File: config.mk
export PLATFORM = sky130hd
export DESIGN_NAME = xlate_cache
export DESIGN_NICKNAME = d
export VERILOG_FILES = /design/src/rtl/xl_pkg.sv /design/src/rtl/xl_tlb_array.sv /design/src/rtl/xl_walker.sv /design/src/rtl/xlate_cache.sv
export SDC_FILE = /design/constraint.sdc
export NUM_CORES = 1
export LEC_CHECK = 0
export ABC_AREA = 1
export BUFFER_PORTS_ARGS = -buffer_cell sky130_fd_sc_hd__buf_2
export CORE_ASPECT_RATIO = 0.9
export CORE_MARGIN = 5
export CORE_UTILIZATION = 33
export DETAILED_ROUTE_END_ITERATION = 8
export PLACE_DENSITY = 0.6
export REMOVE_ABC_BUFFERS = 1
export SETUP_SLACK_MARGIN = 0.05
export SKIP_LAST_GASP = 1
export SYNTH_ARGS = -nofsm -noshare
export SYNTH_HDL_FRONTEND = slang
export SYNTH_SLANG_ARGS = --single-unit
File: constraint.sdc
create_clock -name clk -period 6.95 [get_ports clk]
set_input_delay 0 -clock clk [delete_from_list [all_inputs] [get_ports clk]]
set_output_delay 0 -clock clk [all_outputs]
set_load 0.01 [all_outputs]
File: src/rtl/xl_pkg.sv
package xl_pkg;
    typedef enum logic [2:0] {
        WK_IDLE,
        WK_L1_REQ,
        WK_L1_RSP,
        WK_L2_REQ,
        WK_L2_RSP
    } wk_state_e;
endpackage

File: src/rtl/xl_tlb_array.sv
module xl_tlb_array #(
    parameter int ENTRIES = 8,
    parameter int VPN_W   = 20,
    parameter int PFN_W   = 20,
    parameter int ASID_W  = 8,
    localparam int IDX_W  = (ENTRIES > 1) ? $clog2(ENTRIES) : 1
) (
    input  logic               clk,
    input  logic               rst_n,
    input  logic [VPN_W-1:0]   look_vpn,
    input  logic [ASID_W-1:0]  look_asid,
    output logic [ENTRIES-1:0] hit_vec,
    output logic [PFN_W-1:0]   hit_pfn,
    input  logic               fill_en,
    input  logic [VPN_W-1:0]   fill_vpn,
    input  logic [ASID_W-1:0]  fill_asid,
    input  logic [PFN_W-1:0]   fill_pfn,
    input  logic               inv_en,
    input  logic               inv_all,
    input  logic [VPN_W-1:0]   inv_vpn,
    input  logic [ASID_W-1:0]  inv_asid
);
    logic [ENTRIES-1:0] slot_v;
    logic [VPN_W-1:0]   slot_vpn  [ENTRIES];
    logic [ASID_W-1:0]  slot_asid [ENTRIES];
    logic [PFN_W-1:0]   slot_pfn  [ENTRIES];
    logic [ENTRIES-1:0] kill_vec;
    logic [IDX_W-1:0]   rr_ptr;
    logic [IDX_W-1:0]   victim;
    logic               free_found;

    // Per-slot match logic for lookup and for invalidate.
    for (genvar gi = 0; gi < ENTRIES; gi++) begin : g_match
        assign hit_vec[gi]  = slot_v[gi] && (slot_vpn[gi] == look_vpn)
                              && (slot_asid[gi] == look_asid);
        assign kill_vec[gi] = inv_en && slot_v[gi] && (inv_all ||
                              ((slot_vpn[gi] == inv_vpn) && (slot_asid[gi] == inv_asid)));
    end

    always_comb begin
        hit_pfn = '0;
        for (int i = 0; i < ENTRIES; i++) begin
            if (hit_vec[i]) hit_pfn = hit_pfn | slot_pfn[i];
        end
    end

    // Lowest empty slot first, rotation pointer when full.
    always_comb begin
        free_found = 1'b0;
        victim     = rr_ptr;
        for (int i = 0; i < ENTRIES; i++) begin
            if (!slot_v[i] && !free_found) begin
                victim     = IDX_W'(i);
                free_found = 1'b1;
            end
        end
    end

    always_ff @(posedge clk or negedge rst_n) begin
        if (!rst_n) begin
            slot_v <= '0;
            rr_ptr <= '0;
        end else begin
            for (int i = 0; i < ENTRIES; i++) begin
                if (fill_en && (victim == IDX_W'(i))) slot_v[i] <= 1'b1;
                else if (kill_vec[i])                  slot_v[i] <= 1'b0;
            end
            if (fill_en && !free_found) begin
                rr_ptr <= (rr_ptr == IDX_W'(ENTRIES - 1)) ? '0 : rr_ptr + 1'b1;
            end
        end
    end

    always_ff @(posedge clk) begin
        for (int i = 0; i < ENTRIES; i++) begin
            if (fill_en && (victim == IDX_W'(i))) begin
                slot_vpn[i]  <= fill_vpn;
                slot_asid[i] <= fill_asid;
                slot_pfn[i]  <= fill_pfn;
            end
        end
    end
endmodule

File: src/rtl/xl_walker.sv
module xl_walker
    import xl_pkg::*;
#(
    parameter int VPN_W   = 20,
    parameter int PFN_W   = 20,
    parameter int ASID_W  = 8,
    parameter int ADDR_W  = 32,
    parameter int L1_BITS = 10,
    localparam int L2_BITS    = VPN_W - L1_BITS,
    localparam int PAGE_SHIFT = ADDR_W - PFN_W
) (
    input  logic              clk,
    input  logic              rst_n,
    input  logic              start,
    input  logic [VPN_W-1:0]  start_vpn,
    input  logic [ASID_W-1:0] start_asid,
    input  logic [ADDR_W-1:0] root_base,
    output logic              mem_req_valid,
    input  logic              mem_req_ready,
    output logic [ADDR_W-1:0] mem_req_addr,
    input  logic              mem_rsp_valid,
    input  logic [ADDR_W-1:0] mem_rsp_data,
    output logic              busy,
    output logic              done,
    output logic              done_fault,
    output logic [PFN_W-1:0]  done_pfn,
    output logic [VPN_W-1:0]  walk_vpn,
    output logic [ASID_W-1:0] walk_asid
);
    wk_state_e         state, nxt;
    logic [ADDR_W-1:0] l2_base;
    logic              pte_flags_unused;

    assign pte_flags_unused = ^mem_rsp_data[PAGE_SHIFT-1:1];

    always_comb begin
        nxt = state;
        unique case (state)
            WK_IDLE:   if (start)         nxt = WK_L1_REQ;
            WK_L1_REQ: if (mem_req_ready) nxt = WK_L1_RSP;
            WK_L1_RSP: if (mem_rsp_valid) nxt = mem_rsp_data[0] ? WK_L2_REQ : WK_IDLE;
            WK_L2_REQ: if (mem_req_ready) nxt = WK_L2_RSP;
            WK_L2_RSP: if (mem_rsp_valid) nxt = WK_IDLE;
            default:                      nxt = WK_IDLE;
        endcase
    end

    // State register.
    always_ff @(posedge clk or negedge rst_n) begin
        if (!rst_n) state <= WK_IDLE;
        else        state <= nxt;
    end

    // Walk context registers.
    always_ff @(posedge clk or negedge rst_n) begin
        if (!rst_n) begin
            walk_vpn  <= '0;
            walk_asid <= '0;
            l2_base   <= '0;
        end else begin
            if ((state == WK_IDLE) && start) begin
                walk_vpn  <= start_vpn;
                walk_asid <= start_asid;
            end
            if ((state == WK_L1_RSP) && mem_rsp_valid) begin
                l2_base <= {mem_rsp_data[ADDR_W-1:PAGE_SHIFT], {PAGE_SHIFT{1'b0}}};
            end
        end
    end

    // Outputs.
    always_comb begin
        busy          = (state != WK_IDLE);
        mem_req_valid = (state == WK_L1_REQ) || (state == WK_L2_REQ);
        if (state == WK_L2_REQ)
            mem_req_addr = l2_base + ADDR_W'({walk_vpn[L2_BITS-1:0], 2'b00});
        else
            mem_req_addr = root_base + ADDR_W'({walk_vpn[VPN_W-1 -: L1_BITS], 2'b00});
        done       = mem_rsp_valid && (((state == WK_L1_RSP) && !mem_rsp_data[0])
                                       || (state == WK_L2_RSP));
        done_fault = !mem_rsp_data[0];
        done_pfn   = mem_rsp_data[ADDR_W-1 -: PFN_W];
    end
endmodule

File: src/rtl/xlate_cache.sv
module xlate_cache #(
    parameter int ENTRIES = 8,
    parameter int VPN_W   = 20,
    parameter int PFN_W   = 20,
    parameter int ASID_W  = 8,
    parameter int ADDR_W  = 32,
    parameter int L1_BITS = 10
) (
    input  logic              clk,
    input  logic              rst_n,
    input  logic [ADDR_W-1:0] root_base,
    input  logic              lk_valid,
    output logic              lk_ready,
    input  logic [VPN_W-1:0]  lk_vpn,
    input  logic [ASID_W-1:0] lk_asid,
    output logic              rs_valid,
    output logic [PFN_W-1:0]  rs_pfn,
    output logic              rs_fault,
    output logic              rs_hit,
    input  logic              inv_valid,
    input  logic              inv_all,
    input  logic [VPN_W-1:0]  inv_vpn,
    input  logic [ASID_W-1:0] inv_asid,
    output logic              mem_req_valid,
    input  logic              mem_req_ready,
    output logic [ADDR_W-1:0] mem_req_addr,
    input  logic              mem_rsp_valid,
    input  logic [ADDR_W-1:0] mem_rsp_data
);
    logic [ENTRIES-1:0] hit_vec;
    logic [PFN_W-1:0]   hit_pfn;
    logic               hit, accept, start;
    logic               busy, walk_done, walk_fault;
    logic [PFN_W-1:0]   walk_pfn;
    logic [VPN_W-1:0]   walk_vpn;
    logic [ASID_W-1:0]  walk_asid;
    logic               pend_v, pend_all;
    logic [VPN_W-1:0]   pend_vpn;
    logic [ASID_W-1:0]  pend_asid;
    logic               eff_v, eff_all, apply_inv, kill_fill, fill_en;
    logic [VPN_W-1:0]   eff_vpn;
    logic [ASID_W-1:0]  eff_asid;

    assign hit      = |hit_vec;
    assign lk_ready = !busy && !inv_valid;
    assign accept   = lk_valid && lk_ready;
    assign start    = accept && !hit;

    // Held invalidate merged with an incoming one; two become a clear-all.
    assign eff_v     = pend_v || inv_valid;
    assign eff_all   = (pend_v && inv_valid) || (pend_v ? pend_all : inv_all);
    assign eff_vpn   = pend_v ? pend_vpn  : inv_vpn;
    assign eff_asid  = pend_v ? pend_asid : inv_asid;
    assign apply_inv = eff_v && (!busy || walk_done);
    assign kill_fill = eff_v && (eff_all || ((eff_vpn == walk_vpn) && (eff_asid == walk_asid)));
    assign fill_en   = walk_done && !walk_fault && !kill_fill;

    always_ff @(posedge clk or negedge rst_n) begin
        if (!rst_n) begin
            pend_v    <= 1'b0;
            pend_all  <= 1'b0;
            pend_vpn  <= '0;
            pend_asid <= '0;
        end else if (apply_inv) begin
            pend_v <= 1'b0;
        end else if (eff_v) begin
            pend_v    <= 1'b1;
            pend_all  <= eff_all;
            pend_vpn  <= eff_vpn;
            pend_asid <= eff_asid;
        end
    end

    always_ff @(posedge clk or negedge rst_n) begin
        if (!rst_n) begin
            rs_valid <= 1'b0;
            rs_pfn   <= '0;
            rs_fault <= 1'b0;
            rs_hit   <= 1'b0;
        end else begin
            rs_valid <= (accept && hit) || walk_done;
            rs_pfn   <= (accept && hit) ? hit_pfn : walk_pfn;
            rs_fault <= walk_done && walk_fault;
            rs_hit   <= accept && hit;
        end
    end

    xl_tlb_array #(
        .ENTRIES(ENTRIES), .VPN_W(VPN_W), .PFN_W(PFN_W), .ASID_W(ASID_W)
    ) u_array (
        .clk(clk), .rst_n(rst_n),
        .look_vpn(lk_vpn), .look_asid(lk_asid),
        .hit_vec(hit_vec), .hit_pfn(hit_pfn),
        .fill_en(fill_en), .fill_vpn(walk_vpn), .fill_asid(walk_asid), .fill_pfn(walk_pfn),
        .inv_en(apply_inv), .inv_all(eff_all), .inv_vpn(eff_vpn), .inv_asid(eff_asid)
    );

    xl_walker #(
        .VPN_W(VPN_W), .PFN_W(PFN_W), .ASID_W(ASID_W), .ADDR_W(ADDR_W), .L1_BITS(L1_BITS)
    ) u_walker (
        .clk(clk), .rst_n(rst_n),
        .start(start), .start_vpn(lk_vpn), .start_asid(lk_asid), .root_base(root_base),
        .mem_req_valid(mem_req_valid), .mem_req_ready(mem_req_ready),
        .mem_req_addr(mem_req_addr), .mem_rsp_valid(mem_rsp_valid), .mem_rsp_data(mem_rsp_data),
        .busy(busy), .done(walk_done), .done_fault(walk_fault), .done_pfn(walk_pfn),
        .walk_vpn(walk_vpn), .walk_asid(walk_asid)
    );
endmodule

==> metrics.md, run 1 <==
| Metric | Value |
|---|---|
| Antenna violations before repair | 6 |
| Detailed-route via count | 23529 |
| Worst hold path class | primary input to flop |
| Share of cells above drive strength 1 | 11.6% |
| Die area | 87300 um2 |
| Synth-to-Final Area Change | 16.7% |
| Required @ worst endpoint | 7.27 ns |
| Final worst path period need | 4.74 ns |
| Top FF cell, synth | edfxtp_1 |
| N_diodes | 0 |
| Setup Fix Bufs, Post-CTS | 0 |
| Global-route wire length before repair | 168000 um |
| Max_slew headroom | 17.2% |
| Final ANT Viol Nets | 0 |
| Crit path top cell by count | nand2_1 |
| Final number of hold-violating endpoints | 0 |
| IO Port Bufs | 172 |
| DRC viols | 0 |
| H-tree depth | 2 |
| Buf/Inv on CP | 3 |
| Iteration-0 DRC count of the detailed router | 3512 |
| Routed WL per cell | 27.4 um |
| Worst Hold Slack | 0.0423 ns |
| P per Cell Area | 342 nW/um2 |
| Die Ht | 281 um |
| Drt via density | 5.24 |
| CP cell instances | buf_4 -> nand2_1 -> nand2_1 -> nand2_1 -> nand2_1 -> nor2_1 -> nand2_1 -> nor2_1 -> nand2_1 -> o21ai_1 -> nand2_1 -> nand3_1 -> inv_2 -> buf_4 |
| I/O pins | 184 |
| Die Span X | 311 um |
| Max incr delay on CP | 0.94 ns |
| Mapped Area | 26900 um2 |
| CTS clock-pin slew for the worst setup and hold paths | 0.06 ns |
| Actual slew at the worst max-slew pin | 1.24 ns |
| GRT overflow | 0 |
| Final setup viols | 0 |
| Sequential-to-total area share from yosys stat | 53.6% |
| Mapped Cells | 3161 |
| CP Data Arrival Time | 5.06 ns |
| Row cnt | 99 |
| Worst setup path class | flop to flop |
| Root buffer cell | clkbuf_16 |
| Final Net Count | 3524 |
| Yosys reg bits | 499 |
| Worst clock skew | 0.0189 ns |
| Largest net degree at the start of global routing | 57 |
| Delay-heaviest family, CP | simple AND/OR/NAND/NOR gates |
| All-Layer GR Usage | 27.2% |
| Post-route setup TNS | 0 ns |
| Peak VDD IR | 0.206 mV |
| Startpoint types | flop |
| Max frequency | 0.211 GHz |
| Max Cap Viol | 0 |
| Synth Area per Inst | 8.50 um2 |
| Max-slew violations | 0 |
| Outcome | finished, final reports clean |
| Ys Warns | 0 |
| FFs w/ async S/R, synth | 23.0% |
| Post-synth EDFFs | 384 |
| Detailed Place HPWL | 89800 um |
| Max FO, Critical Path | 37 |
| Clk buf depth | 3 |
| CTS tree | yes |
| Clk sinks | 499 |
| Crit-path slowest cell | inv_2 |
| Core ar. | 80900 um2 |
| Number of global-route vias before repair | 21595 |
| Clk Latency, worst-skew pair | 0.65 ns |
| Fill cells | 8295 |
| Synth cell types | 42 |
| Leakage | 13.9 nW |
| CTS buffer count | 56 |
| CP Capture Type | flop |
| Number of iterations in the first detailed-routing pass | 6 |
| DRT Wirelength | 123000 um |
| RSZ-0062 raised after global routing | false |
| Gp weighted congestion | 1.04 |
| Starting density of the core | 33.2% |
| Period utilisation layout | 68.2% |
## power breakdown
part	internal, W	switching, W	leakage [nW]
registers	0.00365	0.000377	4.92
clock network	0.00180	0.00134	0.940
logic	0.000928	0.00263	8.04
total	0.00638	0.00436	13.9
## path summary, 6_finish.rpt
check | from | cells past startpoint | slack [ns] | endpoint
setup / recovery | pend_v | 14 | 2.21 | u_array.slot_asid[0][6]
hold / removal | inv_asid[7] | 5 | 0.04 | pend_asid[7]
setup reg to reg | pend_v | 14 | 2.21 | u_array.slot_asid[0][6]
hold reg to reg | pend_vpn[11] | 2 | 0.47 | pend_vpn[11]
max in group asynchronous | rst_n | 4 | 5.44 | rs_pfn[2]
min in group asynchronous | rst_n | 3 | 0.41 | u_array.slot_v[5]
## metrics by stage
step                cells  setup WS (ns)  cell area (um2)  total power [W]  util (%)
global route         4491           2.07            31400           0.0111      38.8
finish               4491           2.21            31400           0.0107      38.8
global placement     4335           2.32            28900          0.00748      35.7
detailed placement   4335           2.28            28900          0.00749      35.7
floorplan            3057          0.927            26300          0.00572         -
CTS                  4491           2.25            31400           0.0106      38.8
## metal layers
layer,wire length [um],track usage [%],up-vias
li1,-,-,10620
met1,53300,39.7,11381
met4,4500,8.93,8
met3,12800,5.56,187
met2,52300,40.7,1333
met5,46,0,-
## cell type report
type | count | area [um2] | share of cell area, %
flip-flops and latches | 499 | 14400 | 45.9
multi-input cells | 2221 | 10700 | 34.1
repair buffers | 269 | 1750 | 5.59
clock buffers | 67 | 1520 | 4.86
well taps | 1060 | 1330 | 4.23
inverters | 337 | 1270 | 4.04
clock inverters | 38 | 409 | 1.30
## worst min-delay path: cells and delay by family
kind            cells  cell delay [ns]
compound gates      1             0.09
simple gates        2             0.32
buf+inv             2             0.23
## state kept, by name (all words and copies together), names as in the netlist, 3 cells and up
| register | count |
|---|---|
| rs_pfn | 20 |
| u_walker.walk_asid | 8 |
| u_array.slot_asid | 64 |
| u_array.rr_ptr | 3 |
| pend_asid | 8 |
| u_walker.l2_base | 20 |
| u_walker.state | 3 |
| u_walker.walk_vpn | 20 |
| pend_vpn | 20 |
| u_array.slot_v | 8 |
| u_array.slot_pfn | 160 |
| u_array.slot_vpn | 160 |
## cells by family after synthesis
logic type | synth area share (%)
xor gates and xnor gates | 7.49
buffers and inverters | 6.90
adders and majority gates | 0.633
DFF | 53.6
AOI/OAI and AO/OA | 3.85
and+or+nand+nor | 27.5
## cell usage in the layout (no fill, tap or decap), drive strengths merged, types with 2 or more instances in the layout
| cell type | synthesis | final |
|---|---|---|
| a21boi | 2 | 2 |
| a21o | 2 | 2 |
| a21oi | 42 | 42 |
| a22oi | 2 | 2 |
| a31oi | 9 | 9 |
| buf | 84 | 219 |
| bufinv | 0 | 6 |
| clkbuf | 20 | 67 |
| clkinv | 2 | 24 |
| clkinvlp | 0 | 7 |
| dfrtp | 115 | 115 |
| dlygate4sd3 | 0 | 50 |
| edfxtp | 384 | 384 |
| ha | 12 | 12 |
| inv | 335 | 338 |
| nand2 | 1104 | 1104 |
| nand3 | 240 | 240 |
| nand3b | 14 | 14 |
| nand4 | 63 | 63 |
| nor2 | 325 | 325 |
| nor3 | 29 | 29 |
| nor3b | 2 | 2 |
| nor4 | 2 | 2 |
| o21ai | 131 | 131 |
| o22ai | 6 | 6 |
| or2 | 2 | 2 |
| xnor2 | 106 | 106 |
| xor2 | 124 | 124 |
## synthesized netlist by cell type (2+ instances only)
library cell	count	area share, %
clkinv_1	2	0.028
clkbuf_1	19	0.27
ha_1	12	0.56
nand2_4	9	0.38
buf_6	10	0.42
buf_4	11	0.31
nor3b_1	2	0.056
xnor2_1	106	3.5
dfrtp_1	115	11
a21oi_1	41	0.76
a21boi_0	2	0.056
o22ai_1	6	0.14
nor3_1	25	0.47
a31oi_1	9	0.21
o21ai_1	38	0.71
nand2_1	1074	15
nand3b_1	14	0.39
nor4_1	2	0.047
nor2_1	324	4.5
a21o_1	2	0.056
inv_2	18	0.25
nand4_1	63	1.5
nor3_2	4	0.15
or2_2	2	0.047
nand2_2	21	0.49
xor2_1	124	4.0
buf_2	63	1.2
inv_1	316	4.4
o21ai_0	93	1.7
edfxtp_1	384	43
nand3_1	239	4.4
## timing repair
item | 4_1_cts | 5_1_grt
hold endpoints to repair | 292 | 0
hold buffers | 51 | 0
endpoints found under the setup margin | 0 | 0
resized for setup | 0 | 0
No activity file was read; power rests on OpenSTA's default activity.
==> run 2: changes to the inputs <==
--- a/config.mk
+++ b/config.mk
@@ -11,7 +11,7 @@
 export CORE_MARGIN = 5
 export CORE_UTILIZATION = 33
 export DETAILED_ROUTE_END_ITERATION = 8
-export PLACE_DENSITY = 0.6
+export PLACE_DENSITY = 0.61
 export REMOVE_ABC_BUFFERS = 1
 export SETUP_SLACK_MARGIN = 0.05
 export SKIP_LAST_GASP = 1
==> constraint.sdc (replaced) <==
create_clock -name clk -period 3.9 [get_ports clk]
set_input_delay 0 -clock clk [delete_from_list [all_inputs] [get_ports clk]]
set_output_delay 0 -clock clk [all_outputs]
set_load 0.01 [all_outputs]
==> run 2 against run 1 <==
  * Core utilization up 0.66 points
  * Sequential power up 74%
  * Power up 81%
  * Flip-flop and latch count unchanged
  * Largest power group is now combinational logic
  * Critical endpoint is now mem_req_addr[23]
  * First-iteration DRC count up 4.0%
  * Non-clock buffer count up 64
==> metrics.md, run 2 (synthesis gave the netlist of run 1 again) <==
| Metric | Value |
|---|---|
| Outcome | finished, final reports clean (unchanged) |
| Detailed Place HPWL | 93200 um (was 89800 um) |
| CTS buffer count | 56 (unchanged) |
| Routed WL per cell | 27.5 um (was 27.4 um) |
| Core ar. | 80900 um2 (unchanged) |
| Setup Fix Bufs, Post-CTS | 0 (unchanged) |
| Max FO, Critical Path | 10 (was 37) |
| Buf/Inv on CP | 2 (was 3) |
| Number of global-route vias before repair | 22393 (was 21595) |
| Clk buf depth | 3 (unchanged) |
| Worst hold path class | primary input to flop (unchanged) |
| Worst Hold Slack | 0.0113 ns (was 0.0423 ns) |
| All-Layer GR Usage | 27.8% (was 27.2%) |
| Iteration-0 DRC count of the detailed router | 3652 (was 3512) |
| Max_slew headroom | 35.5% (was 17.2%) |
| CP Capture Type | output pin (was flop) |
| IO Port Bufs | 172 (unchanged) |
| CTS clock-pin slew for the worst setup and hold paths | 0.07 ns (was 0.06 ns) |
| Clk Latency, worst-skew pair | 0.66 ns (was 0.65 ns) |
| Startpoint types | flop (unchanged) |
| DRC viols | 0 (unchanged) |
| Die Span X | 311 um (unchanged) |
| I/O pins | 184 (unchanged) |
| Share of cells above drive strength 1 | 13.3% (was 11.6%) |
| CP cell instances | buf_4 -> ha_1 -> nand3_1 -> nand2_1 -> a21oi_1 -> o21ai_1 -> nand2_1 -> nor2_1 -> xor2_1 -> nand2_1 -> nand2_1 -> buf_2 (was buf_4 -> nand2_1 -> nand2_1 -> nand2_1 -> nand2_1 -> nor2_1 -> nand2_1 -> nor2_1 -> nand2_1 -> o21ai_1 -> nand2_1 -> nand3_1 -> inv_2 -> buf_4) |
| Final number of hold-violating endpoints | 0 (unchanged) |
| Clk sinks | 499 (unchanged) |
| Worst setup path class | flop to output pin (was flop to flop) |
| Synth-to-Final Area Change | 18.7% (was 16.7%) |
| P per Cell Area | 610 nW/um2 (was 342 nW/um2) |
| Most common cell after layout, fill and taps aside | nand2_1 (unchanged) |
| Max incr delay on CP | 0.57 ns (was 0.94 ns) |
| Fill cells | 8191 (was 8295) |
| Max frequency | 0.277 GHz |
| Drt via density | 5.30 (was 5.24) |
| Antenna violations before repair | 4 (was 6) |
| Gp weighted congestion | 1.08 (was 1.04) |
| Die Ht | 281 um (unchanged) |
| CTS tree | yes (unchanged) |
| CP Data Arrival Time | 3.60 ns (was 5.06 ns) |
| Max-slew violations | 0 (unchanged) |
| Final Net Count | 3588 (was 3524) |
| Die area | 87300 um2 (unchanged) |
| Delay-heaviest family, CP | simple AND/OR/NAND/NOR gates (unchanged) |
| Required @ worst endpoint | 3.90 ns (was 7.27 ns) |
| Leakage | 14.3 nW (was 13.9 nW) |
| DRT Wirelength | 125000 um (was 123000 um) |
| Period utilisation layout | 92.4% |
| Post-route setup TNS | 0 ns (unchanged) |
| H-tree depth | 2 (unchanged) |
| Starting density of the core | 33.2% (unchanged) |
| RSZ-0062 raised after global routing | false (unchanged) |
| GRT overflow | 0 (unchanged) |
| Final ANT Viol Nets | 0 (unchanged) |
| Largest regs | u_array.slot_pfn (160), u_array.slot_vpn (160), u_array.slot_asid (64) (unchanged) |
| Commonest cells after routing, fill and taps aside | nand2_1, edfxtp_1, inv_1, nor2_1, nand3_1 (unchanged) |
| Crit path top cell by count | nand2_1 (unchanged) |
| Crit-path slowest cell | o21ai_1 (was inv_2) |
| Global-route wire length before repair | 172000 um (was 168000 um) |
| Detailed-route via count | 24157 (was 23529) |
| Final worst path period need | 3.60 ns |
| Actual slew at the worst max-slew pin | 0.962 ns (was 1.24 ns) |
| Largest net degree at the start of global routing | 57 (unchanged) |
| Row cnt | 99 (unchanged) |
| Peak VDD IR | 0.411 mV (was 0.206 mV) |
| Worst clock skew | 0.0465 ns (was 0.0189 ns) |
| Final setup viols | 0 (unchanged) |
| Root buffer cell | clkbuf_16 (unchanged) |
| Max Cap Viol | 0 (unchanged) |
| Number of iterations in the first detailed-routing pass | 8 (was 6) |
[run 2: changes by cell type in the layout (fill, tap and decap cells not counted), sizes merged]
| cell | before | now |
|---|---|---|
| buf | 219 | 287 |
| clkbuf | 67 | 78 |
| clkinv | 24 | 16 |
| inv | 338 | 344 |
| clkinvlp | 7 | 2 |
| dlygate4sd3 | 50 | 46 |
| bufinv | 6 | 3 |
| diode | 0 | 2 |
[run 2: metrics by stage]
stage / area [um2] / power, W / utilization, % / instances / setup WS [ns]
after CTS: 31900 / 0.0192 / 39.4 / 4556 / 0.203
final: 31900 / 0.0195 / 39.4 / 4558 / 0.295
after global placement: 29500 / 0.0137 / 36.5 / 4403 / 0.381
after detailed placement: 29500 / 0.0137 / 36.5 / 4403 / 0.365
after global routing: 31900 / 0.0201 / 39.4 / 4556 / 0.0539
after floorplan: 26300 / 0.0102 / - / 3057 / -2.12
[run 2: final cells by class]
type                    instances  area [um2]  area share [%]
inverters                     337        1270            3.97
clock inverters                28         287           0.898
well taps                    1060        1330            4.16
flip-flops and latches        499       14400            45.2
diodes                          2        5.00          0.0157
repair buffers                333        2330            7.30
clock buffers                  78        1600            5.03
multi-input cells            2221       10700            33.5
[run 2: layer usage]
layer / wire [um] / up-vias / global-route usage [%] / part of all wire, %
met4: 6090 / 4 / 11.0 / 4.9
met2: 52100 / 1582 / 41.0 / 41
met5: 34 / - / 0 / 0.027
met1: 51800 / 11538 / 39.5 / 41
li1: - / 10767 / - / -
met3: 15500 / 266 / 6.66 / 12
[run 2: where the power goes]
group	switching (W)	leakage [nW]	internal (W)
logic	0.00501	8.40	0.00199
registers	0.000480	4.92	0.00650
clock network	0.00239	0.935	0.00311
[run 2: final timing paths]
kind	slack, ns	end	startpoint	cells past startpoint
worst max-delay path	0.30	mem_req_addr[23]	u_walker.walk_vpn[12]	12
min in group asynchronous	0.40	u_walker.l2_base[19]	rst_n	3
worst max register to register	0.30	u_array.slot_vpn[1][2]	pend_v	12
worst min-delay path	0.01	pend_vpn[1]	inv_vpn[1]	6
worst min register to register	0.47	u_walker.l2_base[14]	u_walker.l2_base[14]	2
max in group asynchronous	2.79	u_walker.walk_vpn[15]	rst_n	4
[run 2: what timing repair did]
action                                  4_1_cts  5_1_grt
endpoints found under the setup margin        0        2
hold buffers                                 47        0
resized for setup                             0        1
hold endpoints to repair                    338        0
[run 2: worst min-delay path: cells and delay by family]
kind            cells  cell delay, ns
buf+inv             3            0.41
compound gates      1            0.07
simple gates        2            0.13
